$ cat config.mk
export PLATFORM = sky130hd
export DESIGN_NAME = gpio_edge_irq_filter
export DESIGN_NICKNAME = d
export VERILOG_FILES = /design/src/rtl/gpio_edge_irq_filter.sv
export SDC_FILE = /design/constraint.sdc
export NUM_CORES = 1
export LEC_CHECK = 0
export ABC_AREA = 1
export BUFFER_PORTS_ARGS = -buffer_cell sky130_fd_sc_hd__clkbuf_2
export CAP_MARGIN = 10
export CORE_MARGIN = 3
export CORE_UTILIZATION = 60
export DETAILED_ROUTE_END_ITERATION = 16
export PLACE_DENSITY_LB_ADDON = 0.05
export SKIP_LAST_GASP = 1
export SYNTH_ARGS = -nofsm -noshare
export SYNTH_HDL_FRONTEND = slang
export SYNTH_SLANG_ARGS = --single-unit
$ cat constraint.sdc
create_clock -name clk -period 3.14 [get_ports clk]
set_input_delay 0.157 -clock clk [delete_from_list [all_inputs] [get_ports clk]]
set_output_delay 0.157 -clock clk [all_outputs]
set_load 0.01 [all_outputs]
$ cat src/rtl/gpio_edge_irq_filter.sv
module gpio_edge_irq_filter #(
  parameter int NLINES = 24,
  parameter int CNT_W  = 8
) (
  input  logic              clk,
  input  logic              rst_n,
  input  logic [NLINES-1:0] pin_lvl,
  input  logic [NLINES-1:0] line_en,
  input  logic [NLINES-1:0] both_edge,
  input  logic [NLINES-1:0] flt_en,
  input  logic [CNT_W-1:0]  flt_cycles,
  output logic [NLINES-1:0] irq_out
);

  logic [NLINES-1:0] lvl_q;
  logic [NLINES-1:0] pulse_q;

  for (genvar g = 0; g < NLINES; g++) begin : g_line
    logic             lv;
    logic             pl;
    logic [CNT_W-1:0] run;

    always_ff @(posedge clk) begin
      if (!rst_n) begin
        lv  <= pin_lvl[g];
        run <= '0;
        pl  <= 1'b0;
      end else if (!flt_en[g]) begin
        lv  <= pin_lvl[g];
        run <= '0;
        pl  <= 1'b0;
      end else if (pin_lvl[g] == lv) begin
        run <= '0;
        pl  <= 1'b0;
      end else if (run >= flt_cycles) begin
        lv  <= pin_lvl[g];
        run <= '0;
        pl  <= 1'b1;
      end else begin
        run <= run + 1'b1;
        pl  <= 1'b0;
      end
    end

    assign lvl_q[g]   = lv;
    assign pulse_q[g] = pl;


    bypass_follow_chk: assert property (@(posedge clk) disable iff (!rst_n)
      !flt_en[g] |=> lv == $past(pin_lvl[g]));


    accept_after_run_chk: assert property (@(posedge clk) disable iff (!rst_n)
      (flt_en[g] && pin_lvl[g] != lv && run < flt_cycles) |=> $stable(lv));


    pulse_on_change_chk: assert property (@(posedge clk) disable iff (!rst_n)
      pl |-> lv != $past(lv));


    reset_load_chk: assert property (@(posedge clk)
      !rst_n |=> lv == $past(pin_lvl[g]));
  end

  assign irq_out = line_en & ((both_edge & flt_en & pulse_q) | (~both_edge & lvl_q));

endmodule

# After elaboration in Yosys (flattened, before gate mapping)
# Index checks and enable logic that the tools add are counted.
[op_classes]
magnitude_cmp = 24
div = 0
bitwise = 31
n_mul = 0
shift = 0
n_reduce_logical = 72
eq_ne = 72
addsub = 24
muxes = 120
[op_table]
columns = ["operator", "count"]
rows = [
  ["$add A8 B1 Y8 const B", 24],
  ["$ge A8 B8 Y1", 24],
  ["$mux W1", 120],
  ["$and A24 B24 Y24", 4],
  ["$reduce_or A4 Y1", 24],
  ["$ne A3 B2 Y1 const B", 24],
  ["$ne A3 B3 Y1 const B", 24],
  ["$reduce_or A3 Y1", 24],
  ["$reduce_and A2 Y1", 24],
  ["$not A1 Y1", 25],
  ["$eq A1 B1 Y1", 24],
  ["$not A24 Y24", 1],
  ["$or A24 B24 Y24", 1],
]
[totals]
register_bits = 240
word_cells = 415
latchBits = 0
ramBits = 0
mem_bits_ro = 0
inputBits = 106
mem_count = 0
output_inout_bits = 24

# Longest topological paths before layout
[depth]
depth_word = 5
depth_mapped = 11
depth_no_buf = 11

# Worst setup path after synthesis
# No wires, ideal clock.
[synth_path]
path_type = "input to register"
from = "input port flt_cycles[7]"
to = "register g_line[0].lv (enable)"
path_buffers = 0
setup_ns = 0.240
t_required_ns = 2.900
arrival_ns = 1.446
slack_ns = 1.454
stages = 7
cell_sequence = "inv_1 ha_1 a21o_1 nor2_1 nand3_1 nand2_1 nand2_1"
[synth_between]
elab_chain_len = 3
[synth_rtl]
columns = ["element", "line", "text"]
rows = [
  ["start: declaration", "11", "input logic [CNT_W-1:0] flt_cycles,"],
  ["$ge A8 B8 Y1", "35", "end else if (run >= flt_cycles) begin"],
  ["$ne A3 B2 Y1 (no line)", "n/a", ""],
  ["$reduce_and A2 Y1 (no line)", "n/a", ""],
  ["end signal: assignment", "25", "lv <= pin_lvl[g];"],
  ["end signal: assignment", "29", "lv <= pin_lvl[g];"],
  ["end signal: assignment", "36", "lv <= pin_lvl[g];"],
  ["end: declaration", "19", "logic lv;"],
]
# No other way between the ends.
# A chain may end at the register's enable or synchronous reset.

# Worst setup path in the final report
[layout_path]
from = "input port flt_cycles[1]"
to = "register g_line[2].lv (enable)"
[layout_between]
elab_chain_len = 3
[layout_rtl]
columns = ["element", "line"]
rows = [
  ["$ge A8 B8 Y1", "35"],
  ["$ne A3 B2 Y1 (no line)", "n/a"],
  ["$reduce_and A2 Y1 (no line)", "n/a"],
  ["end signal: assignment", "25"],
  ["end signal: assignment", "29"],
  ["end signal: assignment", "36"],
  ["end: declaration", "19"],
]
# No other way between the ends.

==> results.yml <==
sta:
  finalClockSkew_ns: 0.0118
  fin_crit_ns: 1.62
  maxSlewViolCount: 0
  setup_viol: 0
  slew_headroom: 0.435
  tns_ns: 0
  tightest_slew_ns: 0.848
  fmax_ghz: 0.616
  fin_crit_sh: 0.517
  rsz0062_at_grt: "no"
  hold_violations: 0
die:
  row_count: 56
  io_pins: 130
  core_um2: 23700
  start_util: 0.617
  dieArea_um2: 26300
  dieHeight_um: 162
  die_w_um: 162
clocking:
  cts.sinks: 240
  cts_buffer_depth: 3
  cts_setup_buffers: 0
  tritoncts: "built"
  root_buffer: "clkbuf_16"
  cts_buffers: 27
  clk_pin_slew_ns: 0.06
  ctsResizeCount: 0
  cts-htree-levels: 1
  clock_latency_ns: 0.53
  cts_hold_buf: 29
synth:
  syn_inst: 1909
  yosys-top-cells-area: "dfxtp_1 (30%), ha_1 (18%), nand2_1 (12%)"
  synth_nets: 2231
  synth_cell_types: 22
  seq_area_frac_synth: 0.345
  synth_area_leader_cell: "dfxtp_1"
  synth-seq-cells: 240
  yosys_warnings: 0
  synth_top_cell_area_share: 0.296
  avgSynthCellArea_um2: 7.66
  synth_edf_count: 24
  synth_area_um2: 14600
  synth_common_cells: "nand2_1 (459), nor2_1 (290), inv_1 (250)"
  async_flop_share: 0
  synthFlopType: "dfxtp_1"
  synth.most_common_cell: "nand2_1"
placed_design:
  dp_hpwl_mm: 20.8
  portBuffers: 129
  place_congestion: 0.793
  place_inst: 2363
critical_path:
  start_kind: "primary input"
  timing.rr.start: "g_line[22].run[0]"
  r2r_cells: 9
  worstSetupStartpoint: "flt_cycles[1]"
  regToRegSetupSlack_ns: 1.53
  crit_path_end_kind: "flip-flop"
  critPathKind: "primary input to flip-flop"
  crit_required_ns: 3.43
  arrival_ns: 1.91
  cp_max_fo: 15
  reg2reg_to: "g_line[22].run[4]"
hold_path:
  holdCritPathClass: "primary input to flip-flop"
  hold_path_end: "g_line[19].pl"
  whs_path_depth: 4
  hold_start: "flt_en[19]"
detailed_routing:
  vias: 12100
  drc: 0
  wl_per_cell_um: 12.2
  drt-vias-per-instance: 4.95
  totalWireLength_mm: 29.8
  dr.pass1.iters: 5
  ant_nets: 0
  drt_iter0_markers: 594
run:
  max_cap_viol_count: 0
power:
  power_density_nw_per_um2: 407
  p_leak_nw: 7.98
  vdd.ir_drop.worst_mv: 0.393
cells_and_area:
  nNetsFinal: 2424
  area_growth_pct: 15.4
  drive_gt1_frac: 0.102
  antennaDiodeCount: 0
  fillers: 2005
  fin_cells: 2441
global_route:
  grtUsageTotal: 0.229
  overflow: 0
  grt_pass1_vias: 11500
  grt_max_degree: 25
  antenna_found_initial: 0
  grt_first_pass_wirelength_mm: 51.1
run_status:
  outcome: "complete, no violations"
cell families (layout without fill, tap and decap cells):
kind of cell	Yosys count	after routing	share of synthesized area
buffers and inverters	252	465	0.0657
AO/OA/AOI/OAI	152	152	0.0616
flip-flops	240	240	0.345
AND/OR/NAND/NOR	913	913	0.261
adder cells (fa/ha/maj)	216	216	0.185
XOR/XNOR	136	136	0.0815
through the flow:
stage / cell area (µm²) / hold slack [ns] / utilization / power [mW] / setup WS, ns
after floorplan: 14600 / 0.256 / - / 3.65 / 1.45
after CTS: 16900 / 0.00206 / 0.712 / 6.96 / 1.50
after global routing: 16900 / 0.0136 / 0.712 / 7.17 / 1.32
after global placement: 15700 / 0.362 / 0.664 / 3.86 / 0.989
after detailed placement: 15700 / 0.365 / 0.664 / 3.88 / 0.948
final: 16900 / 0.0152 / 0.712 / 6.87 / 1.52
routing by layer:
layer,vias to the layer above,part of all wire,global-route usage
met2,154,0.47,0.413
li1,6479,-,-
met4,0,0.016,0.0419
met3,33,0.034,0.0258
met5,-,0,0
met1,5409,0.48,0.298
worst max-delay path by stage:
stage	to	slack [ns]	cells after the start
floorplan	g_line[0].lv	1.45	7
global placement	g_line[15].lv	0.99	12
detailed placement	g_line[16].lv	0.95	12
CTS	g_line[4].run[4]	1.50	11
global route	g_line[2].run[2]	1.32	11
finish	g_line[2].lv	1.52	12
sequential cells by signal, indices dropped and copies added (netlist names):
signal	cells
g_line.run	192
g_line.lv	24
g_line.pl	24
worst max-delay path, cell delays in order:
cell	delay, ns
clkbuf_2	0.08
inv_1	0.52
buf_4	0.35
ha_1	0.28
nand2_1	0.08
nand3_1	0.08
nand2_1	0.06
nand2_1	0.04
nand2_1	0.10
nand2_1	0.06
nand2_1	0.05
nand2_1	0.05
cell usage in the layout, fill, tap and decap left out, types with 23 or more instances in the layout:
master	n
clkbuf_2	129
ha_1	216
nand3_1	89
dlygate4sd3_1	29
edfxtp_1	24
dfxtp_1	216
inv_1	250
a21boi_0	23
xnor2_1	74
o21ai_0	24
xor2_1	62
clkbuf_16	28
o21a_1	23
nor2_1	290
nand2_1	459
a21oi_1	72
where the power goes:
part	leakage [nW]	internal (mW)	total, mW	switching (mW)
clock network	0.426	1.82	3.03	1.21
logic	5.57	0.271	0.659	0.388
registers	1.99	3.14	3.18	0.0398
area by class of cell:
cell class                      count  area, µm²  share of cell area
Clock buffer                       46        848              0.0503
Clock inverter                      3       15.0            0.000890
Inverter                          250        938              0.0556
Multi-Input combinational cell   1417       8610               0.511
Sequential cell                   240       5040               0.299
Tap cell                          319        399              0.0237
Timing Repair Buffer              166       1010              0.0598
(Power assumes the default switching activity.)
